===== config.mk =====
export PLATFORM = sky130hd
export DESIGN_NAME = outpat_gen
export DESIGN_NICKNAME = d
export VERILOG_FILES = /design/src/rtl/outpat_pkg.sv /design/src/rtl/outpat_lfsr.sv /design/src/rtl/outpat_track.sv /design/src/rtl/outpat_gen.sv
export SDC_FILE = /design/constraint.sdc
export NUM_CORES = 1
export LEC_CHECK = 0
export BUFFER_PORTS_ARGS = -buffer_cell sky130_fd_sc_hd__buf_2
export CAP_MARGIN = 15
export CORE_MARGIN = 4
export CORE_UTILIZATION = 58
export DETAILED_ROUTE_END_ITERATION = 12
export GPL_TIMING_DRIVEN = 0
export PLACE_DENSITY = 0.81
export SLEW_MARGIN = 0
export SYNTH_ARGS = -nofsm -noshare
export SYNTH_HDL_FRONTEND = slang
export SYNTH_SLANG_ARGS = --single-unit

===== constraint.sdc =====
create_clock -name clk -period 7.6 [get_ports clk]
set_clock_uncertainty 0.15 [all_clocks]
set_input_delay 1.52 -clock clk [delete_from_list [all_inputs] [get_ports clk]]
set_output_delay 1.52 -clock clk [all_outputs]
set_load 0.02 [all_outputs]

===== src/rtl/outpat_pkg.sv =====
package outpat_pkg;
  typedef enum logic [3:0] {
    M_NORMAL  = 4'd0,
    M_MID     = 4'd1,
    M_PFS     = 4'd2,
    M_NFS     = 4'd3,
    M_CHECK   = 4'd4,
    M_PN_LONG = 4'd5,
    M_PN_SHORT= 4'd6,
    M_WTOG    = 4'd7,
    M_USER    = 4'd8,
    M_BTOG    = 4'd9,
    M_SYNC    = 4'd10,
    M_ONEHI   = 4'd11,
    M_MIX     = 4'd12
  } mode_e;

  typedef enum logic [1:0] {
    U_REPEAT1 = 2'b00,
    U_REPEAT2 = 2'b01,
    U_ONCE1   = 2'b10,
    U_ONCE2   = 2'b11
  } useq_e;
endpackage


===== src/rtl/outpat_lfsr.sv =====
module outpat_lfsr #(
  parameter int unsigned W   = 9,
  parameter int unsigned TAP = 4,
  parameter int unsigned DW  = 12
) (
  input  logic          clk,
  input  logic          rst_n,
  input  logic          hold,
  input  logic          adv,
  output logic [DW-1:0] word
);
  localparam logic [W-1:0] SEED = '1;

  logic [W-1:0] state;

  function automatic logic [W-1:0] step(input logic [W-1:0] s);
    return {s[W-2:0], s[W-1] ^ s[TAP]};
  endfunction

  always_ff @(posedge clk or negedge rst_n) begin
    if (!rst_n)    state <= SEED;
    else if (hold) state <= SEED;
    else if (adv)  state <= step(state);
  end

  generate
    if (W >= DW) begin : g_top
      assign word = state[W-1 -: DW];
    end else begin : g_ext
      assign word = DW'(state);
    end
  endgenerate


  seed_hold_chk: assert property (@(posedge clk) disable iff (!rst_n)
    hold |=> state == SEED);

  idle_stable_chk: assert property (@(posedge clk) disable iff (!rst_n)
    (!hold && !adv) |=> $stable(state));

  never_zero_chk: assert property (@(posedge clk) disable iff (!rst_n)
    state != '0);
endmodule


===== src/rtl/outpat_track.sv =====
module outpat_track #(
  parameter int unsigned CW = 12
) (
  input  logic          clk,
  input  logic          rst_n,
  input  logic          smp,
  input  logic [3:0]    mode,
  input  logic [1:0]    useq,
  output logic          first,
  output logic [CW-1:0] idx,
  output logic [1:0]    once_cnt
);
  logic [3:0]    mode_q;
  logic [1:0]    useq_q;
  logic [CW-1:0] idx_q;
  logic [1:0]    cnt_q;

  assign first    = (mode != mode_q) || (useq != useq_q);
  assign idx      = first ? '0 : idx_q;
  assign once_cnt = first ? 2'd0 : cnt_q;

  always_ff @(posedge clk or negedge rst_n) begin
    if (!rst_n) begin
      mode_q <= '0;
      useq_q <= '0;
      idx_q  <= '0;
      cnt_q  <= '0;
    end else if (smp) begin
      mode_q <= mode;
      useq_q <= useq;
      idx_q  <= idx + 1'b1;
      cnt_q  <= (once_cnt == 2'd2) ? 2'd2 : once_cnt + 2'd1;
    end
  end


  once_sat_chk: assert property (@(posedge clk) disable iff (!rst_n)
    cnt_q != 2'd3);

  idx_hold_chk: assert property (@(posedge clk) disable iff (!rst_n)
    !smp |=> $stable(idx_q) && $stable(mode_q));
endmodule


===== src/rtl/outpat_gen.sv =====
module outpat_gen #(
  parameter int unsigned DW       = 12,
  parameter int unsigned SHORT_W  = 9,
  parameter int unsigned SHORT_TAP= 4,
  parameter int unsigned LONG_W   = 23,
  parameter int unsigned LONG_TAP = 17
) (
  input  logic          clk,
  input  logic          rst_n,
  input  logic          smp_en,
  input  logic [DW-1:0] in_data,
  input  logic [3:0]    mode_sel,
  input  logic [1:0]    user_seq,
  input  logic [DW-1:0] user_a,
  input  logic [DW-1:0] user_b,
  input  logic          pn_long_rst,
  input  logic          pn_short_rst,
  output logic [DW-1:0] out_data,
  output logic          out_valid
);
  import outpat_pkg::*;

  localparam logic [DW-1:0] W_MID  = DW'(1) << (DW-1);
  localparam logic [DW-1:0] W_ONES = '1;
  localparam logic [DW-1:0] W_SYNC = ~(W_ONES >> (DW/3));

  mode_e         mode;
  useq_e         useq;
  logic          first;
  logic [DW-1:0] idx;
  logic [1:0]    once_cnt;
  logic          phase;
  logic          once_done;
  logic [DW-1:0] pn_short_word;
  logic [DW-1:0] pn_long_word;
  logic [DW-1:0] nxt;

  assign mode  = mode_e'(mode_sel);
  assign useq  = useq_e'(user_seq);
  assign phase = idx[0];
  assign once_done = (useq == U_ONCE1 && once_cnt >= 2'd1) ||
                     (useq == U_ONCE2 && once_cnt >= 2'd2);

  outpat_track #(.CW(DW)) i_track (
    .clk(clk), .rst_n(rst_n), .smp(smp_en), .mode(mode_sel), .useq(user_seq),
    .first(first), .idx(idx), .once_cnt(once_cnt)
  );

  outpat_lfsr #(.W(SHORT_W), .TAP(SHORT_TAP), .DW(DW)) i_pn_short (
    .clk(clk), .rst_n(rst_n), .hold(pn_short_rst),
    .adv(smp_en && mode == M_PN_SHORT), .word(pn_short_word)
  );

  outpat_lfsr #(.W(LONG_W), .TAP(LONG_TAP), .DW(DW)) i_pn_long (
    .clk(clk), .rst_n(rst_n), .hold(pn_long_rst),
    .adv(smp_en && mode == M_PN_LONG), .word(pn_long_word)
  );

  function automatic logic [DW-1:0] checker_word(input logic ph);
    logic [DW-1:0] w;
    for (int i = 0; i < int'(DW); i++) w[i] = (i % 2 == 1) ^ ph;
    return w;
  endfunction

  function automatic logic [DW-1:0] user_word(input useq_e s, input logic ph,
                                               input logic done,
                                               input logic [DW-1:0] a,
                                               input logic [DW-1:0] b,
                                               input logic [DW-1:0] d);
    if (done)       return d;
    if (s[0] && ph) return b;
    return a;
  endfunction

  always_comb begin
    case (mode)
      M_MID:      nxt = W_MID;
      M_PFS:      nxt = W_ONES;
      M_NFS:      nxt = '0;
      M_CHECK:    nxt = checker_word(phase);
      M_PN_LONG:  nxt = pn_long_word;
      M_PN_SHORT: nxt = pn_short_word;
      M_WTOG:     nxt = phase ? W_ONES : '0;
      M_USER:     nxt = user_word(useq, phase, once_done, user_a, user_b, in_data);
      M_BTOG:     nxt = DW'(phase);
      M_SYNC:     nxt = W_SYNC;
      M_ONEHI:    nxt = W_MID;
      M_MIX:      nxt = idx;
      default:    nxt = in_data;
    endcase
  end

  always_ff @(posedge clk or negedge rst_n) begin
    if (!rst_n) begin
      out_data  <= '0;
      out_valid <= 1'b0;
    end else begin
      out_valid <= smp_en;
      if (smp_en) out_data <= nxt;
    end
  end


  valid_rise_chk: assert property (@(posedge clk) disable iff (!rst_n)
    smp_en |=> out_valid);

  idle_hold_chk: assert property (@(posedge clk) disable iff (!rst_n)
    !smp_en |=> !out_valid && $stable(out_data));

  pass_thru_chk: assert property (@(posedge clk) disable iff (!rst_n)
    (smp_en && mode_sel == 4'd0) |=> out_data == $past(in_data));

  once_return_chk: assert property (@(posedge clk) disable iff (!rst_n)
    (smp_en && mode == M_USER && once_done) |=> out_data == $past(in_data));

  checker_alpha_chk: assert property (@(posedge clk) disable iff (!rst_n)
    (smp_en && mode == M_CHECK) |=> (out_data == 12'hAAA || out_data == 12'h555));

  first_phase_chk: assert property (@(posedge clk) disable iff (!rst_n)
    (smp_en && first && mode == M_CHECK) |=> out_data == 12'hAAA);
endmodule


Yosys cells after proc, flatten, opt, wreduce, memory -nomap -nowiden
Index checks and enable logic that the tools add are counted.

Logic and storage cells: 60. Input port bits: 47. Register bits after elaboration: 65.

Equal/unequal tests: 17. Bitwise gates (word level): 3. Add/subtract/negate cells: 2. Reduce and logical (&&, ||, !) cells: 10. Multiplexer cells: 18. $lt $le $gt $ge: 2.

Operators by type and width (count): 12-bit one-hot mux with 11 select lines (1); 12-bit two-way mux (6); 23-bit two-way mux (2); 4-bit == test, second input constant (5); 9-bit two-way mux (2); 4-bit by 3-bit == test with 1-bit output, second input constant (4); 12-bit by 1-bit adder with 12-bit output, second input constant (1); 4-bit by 2-bit == test with 1-bit output, second input constant (2); 2-bit == test, second input constant (3); 1-bit logical AND (5); 1-bit two-way mux (5); 4-bit by 1-bit == test with 1-bit output, second input constant (1); 2-bit two-way mux (2); 4-bit inequality test (1); 2-bit nonzero test (2); 2-bit by 1-bit adder with 2-bit output, second input constant (1); 2-bit by 1-bit greater-or-equal comparator with 1-bit output, second input constant (1); 2-bit greater-or-equal comparator, second input constant (1); 1-bit logical OR (2); 2-bit inequality test (1); 2-bit OR reduction (1); 1-bit bitwise XOR (2); 1-bit NOT (1).

Logic depth before layout (Yosys ltp)
Gate-level depths: netlist of run 1.

Depth in word-level cells: 13. Depth in mapped cells: 13. Depth with buffers taken out: 11.

Cells and area by module
A second synthesis of run 1 with hierarchy kept.

Cells, all modules: 436. Area, all modules: 4101.4 sq um.

Modules (own cells, without submodules): outpat_gen (times used 1, sequential area each 325.3 sq um, cells each 198, area each 1448.9 sq um); outpat_track (times used 1, sequential area each 500.5 sq um, cells each 116, area each 1163.6 sq um); outpat_lfsr (i_pn_long) (times used 1, sequential area each 604.3 sq um, cells each 88, area each 1081.0 sq um); outpat_lfsr (i_pn_short) (times used 1, sequential area each 236.5 sq um, cells each 34, area each 407.9 sq um).

Worst setup path before layout of run 1
OpenSTA, ideal clock, no wires.

Path kind: input-to-reg. Start: input port mode_sel[3]. End: register out_data[8]. Arrival time: 3.763 ns. Slack: 3.598 ns. Library setup time: 0.088 ns. Stages on the path: 13. Data required time: 7.362 ns. Buffers on the path: 4. Path through: buf_6 xor2_1 nor4_4 and2_1 buf_2 nand2_1 ha_1 nor3b_1 a21o_1 buf_4 buf_2 nand3_1 a41oi_1.

Word-level cells in the longest chain between the ends: 10. Elaborated cells between the ends (all ways): 33. Those cells by class: 2 x order compare; 13 x eq/ne; 12 x mux; 6 x reduce/logical.

Ends and longest elaborated chain: start, declared (RTL line outpat_gen.sv:12) `input logic [3:0] mode_sel,`; 4-bit inequality test (RTL line outpat_track.sv:18) `assign first = (mode != mode_q) || (useq != useq_q);`; 1-bit logical OR (RTL line outpat_track.sv:18); 2-bit two-way mux or 12-bit two-way mux (tied branches) (RTL line outpat_track.sv:20, outpat_track.sv:19); 2-bit by 1-bit greater-or-equal comparator with 1-bit output (tied with other cells) (RTL line outpat_gen.sv:41) `assign once_done = (useq == U_ONCE1 && once_cnt >= 2'd1) ||`; 1-bit logical AND (tied with other cells) (RTL line outpat_gen.sv:41); 1-bit logical OR or 1-bit two-way mux (tied branches) (RTL line outpat_gen.sv:41, outpat_gen.sv:71); 1-bit two-way mux (on tied branches) (RTL line outpat_gen.sv:70, outpat_gen.sv:76); 1-bit two-way mux or 12-bit two-way mux (tied branches) (RTL line outpat_gen.sv:76, outpat_gen.sv:72); 12-bit two-way mux (RTL line outpat_gen.sv:71) `if (s[0] && ph) return b;`; 12-bit one-hot mux with 11 select lines (*) (RTL line outpat_gen.sv:76) `case (mode)`; end signal, assigned (RTL line outpat_gen.sv:99) `if (smp_en) out_data <= nxt;`; end, declared (RTL line outpat_gen.sv:18) `output logic [DW-1:0] out_data,`.

Mark *: on every way between the ends. The rest lies on a longest branch, timed or not. The select of a mux whose other input is x is not followed. A chain may end at the register's enable or synchronous reset.

Worst setup path after layout of run 1
Start: input port user_seq[1]. End: register out_data[8].

Word-level cells in the longest chain between the ends: 10. Elaborated cells between the ends (all ways): 22. Those cells by class: 2 x order compare; 3 x eq/ne; 12 x mux; 5 x reduce/logical.

Ends and longest elaborated chain: start, declared (RTL line outpat_gen.sv:13) `input logic [1:0] user_seq,`; 2-bit inequality test (RTL line outpat_track.sv:18); 1-bit logical OR (RTL line outpat_track.sv:18); 2-bit two-way mux or 12-bit two-way mux (tied branches) (RTL line outpat_track.sv:20, outpat_track.sv:19); 2-bit by 1-bit greater-or-equal comparator with 1-bit output (tied with other cells) (RTL line outpat_gen.sv:41); 1-bit logical AND (tied with other cells) (RTL line outpat_gen.sv:41); 1-bit logical OR or 1-bit two-way mux (tied branches) (RTL line outpat_gen.sv:41, outpat_gen.sv:71); 1-bit two-way mux (on tied branches) (RTL line outpat_gen.sv:70, outpat_gen.sv:76); 1-bit two-way mux or 12-bit two-way mux (tied branches) (RTL line outpat_gen.sv:76, outpat_gen.sv:72); 12-bit two-way mux (RTL line outpat_gen.sv:71); 12-bit one-hot mux with 11 select lines (*) (RTL line outpat_gen.sv:76).

Marks and branches as above.

==> results.json, run 1 <==
{
  "antenna_found_initial": 0,
  "die_w_um": 88.65,
  "final_cell_area_mm2": 0.004389,
  "max_freq_mhz": 240.8,
  "slew_viol_final": 0,
  "yosysWarnings": 0,
  "h-tree-depth": 3,
  "wl_met3_um": 484,
  "via_per_inst": 6.113,
  "rsz0062_at_grt": "false",
  "fin_nets": 541,
  "syn_area_per_cell_um2": 8.939,
  "dp_cells": 558,
  "most-common-layout-cells": "nand2_1, buf_2, dfrtp_1, dfstp_2, nand3b_1",
  "tightestPinTransition_ns": 0.9213,
  "crit_type": "in -> reg",
  "synthCells": 422,
  "drive_gt1_share_pct": 27.16,
  "place_area_mm2": 0.004179,
  "min_period_ns": 4.152,
  "drtPass1Iterations": 5,
  "drt_iter0_drc": 220,
  "regToRegStartpoint": "i_track.useq_q[1]$_DFFE_PN0P_",
  "layout.cells.non_filler": 574,
  "postCtsResizedCells": 0,
  "synth_nets": 471,
  "core_mm2": 0.006350,
  "power_density_mw_per_mm2": 183.9,
  "netlist_area_mm2": 0.003772,
  "ys_seq_area_share_pct": 44.18,
  "met2_length_um": 4968,
  "grt_pass1_wl_um": 16010,
  "synth_top_flop_cell": "dfrtp_1",
  "cts_sinks": 65,
  "outcome": "completed",
  "drc": 0,
  "fin_crit_sh_pct": 54.64,
  "grt_max_degree": 44,
  "drtAntennaViolNets": 0,
  "hold_path_class": "reg -> reg",
  "endpoint": "out_data[8]$_DFFE_PN0P_",
  "final_core_util_pct": 69.12,
  "io_pins": 60,
  "startpoint_type": "input port",
  "max_slew_margin_pct": 38.11,
  "io_buffers": 58,
  "grt_remaining_overflow": 0,
  "r2r_slack_ns": 4.34,
  "rr_worst_depth": 12,
  "wl_met1_um": 4142,
  "final_common_cell": "nand2_1",
  "track_usage_pct": 26.19,
  "clockBufferDepth": 2,
  "async_flop_share_pct": 100.0,
  "ys_ff_latch": 65,
  "place_hpwl_um": 7189,
  "ctsHoldBuffers": 0,
  "initial_utilization_pct": 59.41,
  "synth_cell_type_count": 50,
  "synth-edff-count": 0,
  "syn_to_final_growth_pct": 16.35,
  "gp_congestion": 0.9326,
  "wirelength_um": 9878,
  "worstPathMaxFanout": 10,
  "setup_violations": 0,
  "end_kind": "flip-flop",
  "routed.top_layer": "met4",
  "p_leak_nw": 1.912,
  "critPathArrivalTime_ns": 4.27,
  "cts.clk_slew.worst_paths_ns": 0.08,
  "cap_violations": 0,
  "die_h_um": 88.65,
  "die_area_mm2": 0.007858,
  "reg2reg_to": "out_data[8]$_DFFE_PN0P_",
  "startpoint": "user_seq[1]",
  "post-cts-setup-buffers": 0,
  "clk_latency_ns": 0.35,
  "cp.required_ns": 7.72,
  "n_antenna_cell": 0,
  "cts_tree": "yes",
  "wire_per_inst_um": 17.21,
  "hold_viol": 0,
  "peakVddDrop_mv": 0.1214,
  "grt_pass1_vias": 3313,
  "vias": 3509,
  "rows": 29,
  "cts-root-buf": "clkbuf_8",
  "setup_tns_ns": 0,
  "cts_buffers": 9
}
synth_stat cells (all sizes together), types with 8 or more instances:
cell / count / area (um2)
nand3: 23 / 115.1
o21ai: 23 / 115.1
a22oi: 8 / 60.06
buf: 9 / 52.54
mux2: 19 / 214.0
o211ai: 11 / 82.58
a21oi: 13 / 65.06
inv: 8 / 30.03
dfstp: 32 / 840.8
o22ai: 10 / 62.56
nor2: 20 / 75.07
clkbuf: 20 / 75.07
nand2: 82 / 307.8
dfrtp: 33 / 825.8
nand3b: 31 / 232.7
how the worst min path moves through the flow:
stage                                          from                              end  slack (ns)  cells after the start
finish              i_pn_long.state[21]$_DFFE_PN1P_  i_pn_long.state[22]$_DFFE_PN1P_        0.34                      2
global route         i_pn_long.state[3]$_DFFE_PN1P_   i_pn_long.state[3]$_DFFE_PN1P_        0.35                      2
CTS                 i_pn_long.state[21]$_DFFE_PN1P_  i_pn_long.state[22]$_DFFE_PN1P_        0.34                      2
detailed placement   i_pn_long.state[3]$_DFFE_PN1P_   i_pn_long.state[3]$_DFFE_PN1P_        0.33                      2
global placement     i_pn_long.state[2]$_DFFE_PN1P_   i_pn_long.state[2]$_DFFE_PN1P_        0.32                      2
floorplan             i_track.idx_q[11]$_DFFE_PN0P_    i_track.idx_q[11]$_DFFE_PN0P_        0.30                      1
stage by stage:
stage	hold WS (ns)	setup slack (ns)	total power, W
final	0.3359	3.448	0.0008073
after global routing	0.3473	3.231	0.0008386
after CTS	0.3362	3.451	0.0008085
after detailed placement	0.3276	3.101	0.0005102
after global placement	0.3218	3.181	0.0005053
after floorplan	0.2979	3.598	0.0004588
cell type report:
cell class / count / area [um2]
buffer: 29 / 127.6
clock buffer: 13 / 190.2
clock inverter: 3 / 20.02
fill: 515 / 1961
inverter: 8 / 30.03
multi-input combinational: 320 / 1948
sequential: 65 / 1667
tap: 77 / 96.34
timing repair buffer: 59 / 310.3
registers in the layout (all words and copies together), names as in the netlist:
name              cells
i_track.useq_q        2
i_pn_long.state      23
i_track.idx_q        12
i_track.mode_q        4
i_track.cnt_q         2
i_pn_short.state      9
out_valid             1
out_data             12
cell families after synthesis:
logic type               Yosys count  share of synthesized area, %
flip-flops                        65                         44.18
XOR/XNOR                           8                         1.857
AO/OA/AOI/OAI                     92                         15.99
buffers and inverters             37                         4.179
multiplexers                      23                         6.733
AND/OR/NAND/NOR                  195                         26.40
adder cells (fa/ha/maj)            2                        0.6632
where the power goes:
part / internal [W] / switching, W / total (W) / leakage, nW
Sequential: 0.000366 / 0.0000109 / 0.000377 / 0.744
Combinational: 0.0000511 / 0.0000781 / 0.000129 / 1.07
Clock: 0.000165 / 0.000137 / 0.000301 / 0.103
layer usage:
metal | vias to the layer above | global-route usage (%)
met1 | 1709 | 34.91
met5 | - | 0
met2 | 114 | 42.31
met3 | 27 | 4.190
li1 | 1659 | -
met4 | 0 | 11.13
critical path, stage by stage:
cell,delay (ns)
buf_2,0.12
xor2_1,0.17
nor4_4,0.49
and2_1,0.20
buf_2,0.21
nand2_1,0.08
ha_1,0.21
nor3b_1,0.20
a21o_1,0.26
buf_4,0.22
buf_2,0.23
nand3_1,0.11
a41oi_1,0.25
Note: power is estimated with default switching activity, not from simulation.
==> run 2, diff against run 1 <==
--- a/config.mk
+++ b/config.mk
@@ -8,10 +8,10 @@
 export BUFFER_PORTS_ARGS = -buffer_cell sky130_fd_sc_hd__buf_2
 export CAP_MARGIN = 15
 export CORE_MARGIN = 4
-export CORE_UTILIZATION = 58
+export CORE_UTILIZATION = 51
 export DETAILED_ROUTE_END_ITERATION = 12
 export GPL_TIMING_DRIVEN = 0
-export PLACE_DENSITY = 0.81
+export PLACE_DENSITY = 0.76
 export SLEW_MARGIN = 0
 export SYNTH_ARGS = -nofsm -noshare
 export SYNTH_HDL_FRONTEND = slang
==> constraint.sdc (replaced) <==
create_clock -name clk -period 3.5 [get_ports clk]
set_clock_uncertainty 0.15 [all_clocks]
set_input_delay 0.7 -clock clk [delete_from_list [all_inputs] [get_ports clk]]
set_output_delay 0.7 -clock clk [all_outputs]
set_load 0.02 [all_outputs]
==> run 2 against run 1 <==
Net effect: power grew 120%; setup slack lost 3.2 ns; final cell count grew 3.8%; final area grew 0.31%; sequential share of layout area shrank 0.12 points; global-route usage shrank 3.5 points.
==> results.json, run 2 (same netlist as run 1, synthesis figures left out) <==
{
  "wirelength_um": 9582,
  "rows": 31,
  "setup_tns_ns": 0,
  "use_met1_pct": 29.34,
  "final_cell_area_mm2": 0.004403,
  "nFillCells": 623,
  "n_antenna_cell": 0,
  "rr_worst_depth": 12,
  "p_leak_nw": 1.908,
  "drt_iter0_drc": 288,
  "h-tree-depth": 3,
  "syn_to_final_growth_pct": 16.72,
  "antenna_found_initial": 0,
  "drc": 0,
  "grt_pass1_wl_um": 15880,
  "multi_input_area_mm2": 0.001948,
  "most-common-layout-cells": "nand2_1, buf_2, dfrtp_1, dfstp_2, nand3b_1",
  "min_period_ns": 3.206,
  "cp.required_ns": 3.62,
  "vias": 3482,
  "place_area_mm2": 0.004189,
  "drtAntennaViolNets": 0,
  "gp_congestion": 0.9697,
  "ctsHoldBuffers": 0,
  "end_kind": "flip-flop",
  "clockBufferDepth": 2,
  "tightestPinTransition_ns": 0.9242,
  "io_pins": 60,
  "hold_path_class": "in -> async",
  "final_common_cell": "nand2_1",
  "r2r_slack_ns": 0.38,
  "worstPathMaxFanout": 10,
  "use_met3_pct": 3.766,
  "gr-usage-met2_pct": 38.38,
  "final_core_util_pct": 61.03,
  "gr-max-usage-layer": "met2",
  "dp_cells": 579,
  "grt_remaining_overflow": 0,
  "max_freq_mhz": 311.9,
  "wire_per_inst_um": 16.08,
  "cts_tree": "yes",
  "via_per_inst": 5.842,
  "layout.cells.non_filler": 596,
  "fin_nets": 541,
  "critPathArrivalTime_ns": 3.33,
  "grt_max_degree": 66,
  "cts.clk_slew.worst_paths_ns": 0.08,
  "place_hpwl_um": 6919,
  "cts_sinks": 65,
  "max_slew_margin_pct": 37.91,
  "initial_utilization_pct": 52.29,
  "die_h_um": 94.01,
  "fin_crit_sh_pct": 91.61,
  "reg_top3": "i_pn_long.state x23, i_track.idx_q x12, out_data x12",
  "peakVddDrop_mv": 0.3061,
  "cap_violations": 0,
  "slew_viol_final": 0,
  "hold_viol": 0,
  "seqCellArea_mm2": 0.001667,
  "cts-root-buf": "clkbuf_8",
  "grt_pass1_vias": 3346,
  "max_flop_register": "i_pn_long.state",
  "startpoint_type": "input port",
  "track_usage_pct": 22.74,
  "cts_buffers": 9,
  "setup_violations": 0,
  "largest_reg_flops": 23,
  "clk_latency_ns": 0.35,
  "drive_gt1_share_pct": 26.96,
  "io_buffers": 58,
  "die_area_mm2": 0.008837,
  "regToRegStartpoint": "i_track.useq_q[0]$_DFFE_PN0P_",
  "outcome": "completed",
  "core_mm2": 0.007214,
  "power_density_mw_per_mm2": 399.4,
  "reg2reg_to": "out_data[8]$_DFFE_PN0P_",
  "crit_type": "in -> reg",
  "drtPass1Iterations": 5,
  "rsz0062_at_grt": "false",
  "die_w_um": 94.01
}
==> run 2: cell types whose count changed in the layout (fill, tap and decap cells not counted) <==
cell	previous run	this run
buf_4	2	4
buf_12	1	0
buf_2	61	60
bufinv_16	0	1
clkbuf_1	20	21
clkbuf_16	1	0
clkbuf_8	12	11
clkinv_4	0	1
clkinvlp_4	2	1
==> run 2: worst max path at each step <==
stage / startpoint / endpoint / slack [ns] / cells past startpoint
global placement: user_seq[1] / out_data[5]$_DFFE_PN0P_ / -0.11 / 13
detailed placement: user_seq[1] / out_data[8]$_DFFE_PN0P_ / -0.18 / 13
finish: user_seq[0] / out_data[8]$_DFFE_PN0P_ / 0.29 / 13
global route: user_seq[0] / out_data[8]$_DFFE_PN0P_ / 0.05 / 13
CTS: user_seq[1] / out_data[8]$_DFFE_PN0P_ / 0.19 / 13
floorplan: mode_sel[3] / out_data[8]$_DFFE_PN0P_ / 0.32 / 13
==> run 2: final cells by class <==
| cell class | count | area share [%] |
|---|---|---|
| plain buffers | 29 | 2.899 |
| clock buffers | 12 | 3.524 |
| clock inverters | 4 | 1.165 |
| inverters | 8 | 0.6820 |
| multi-input cells | 320 | 44.25 |
| flip-flops and latches | 65 | 37.85 |
| well taps | 99 | 2.813 |
| repair buffers | 59 | 6.820 |
==> run 2: where the power goes <==
part | switching [W] | total, W | internal (W)
combinational | 0.000167 | 0.000277 | 0.000110
clock | 0.000297 | 0.000665 | 0.000368
sequential | 0.0000228 | 0.000817 | 0.000794
total | 0.000486 | 0.00176 | 0.00127
==> run 2: routing by layer <==
metal / vias up / routed length [um]
met5: - / 0
met2: 113 / 4847
li1: 1657 / -
met4: 0 / 213
met3: 25 / 555
met1: 1687 / 3966
==> run 2: critical path, stage by stage <==
cell and delay (ns):
buf_2 0.14, xor2_1 0.17, nor2_1 0.41, and2_1 0.19, buf_2 0.20, nand2_1 0.08, ha_1 0.21, nor3b_1 0.18
a21o_1 0.26, buf_4 0.23, buf_2 0.23, nand3_1 0.10, a41oi_1 0.25
==> run 2: metrics by stage <==
step,total power [W],setup WS [ns],hold WS [ns]
2_1_floorplan,0.0009962,0.3182,0.2544
4_1_cts,0.001766,0.1924,0.3072
6_report,0.001759,0.2937,0.2856
5_1_grt,0.001830,0.05325,0.3068
3_3_place_gp,0.001096,-0.1069,0.3221
3_5_place_dp,0.001104,-0.1823,0.3291
==> run 2: timing repair <==
item | in CTS | in global routing
setup buffers | 0 | 1
setup endpoints to repair | 0 | 5
resized for setup | 0 | 0
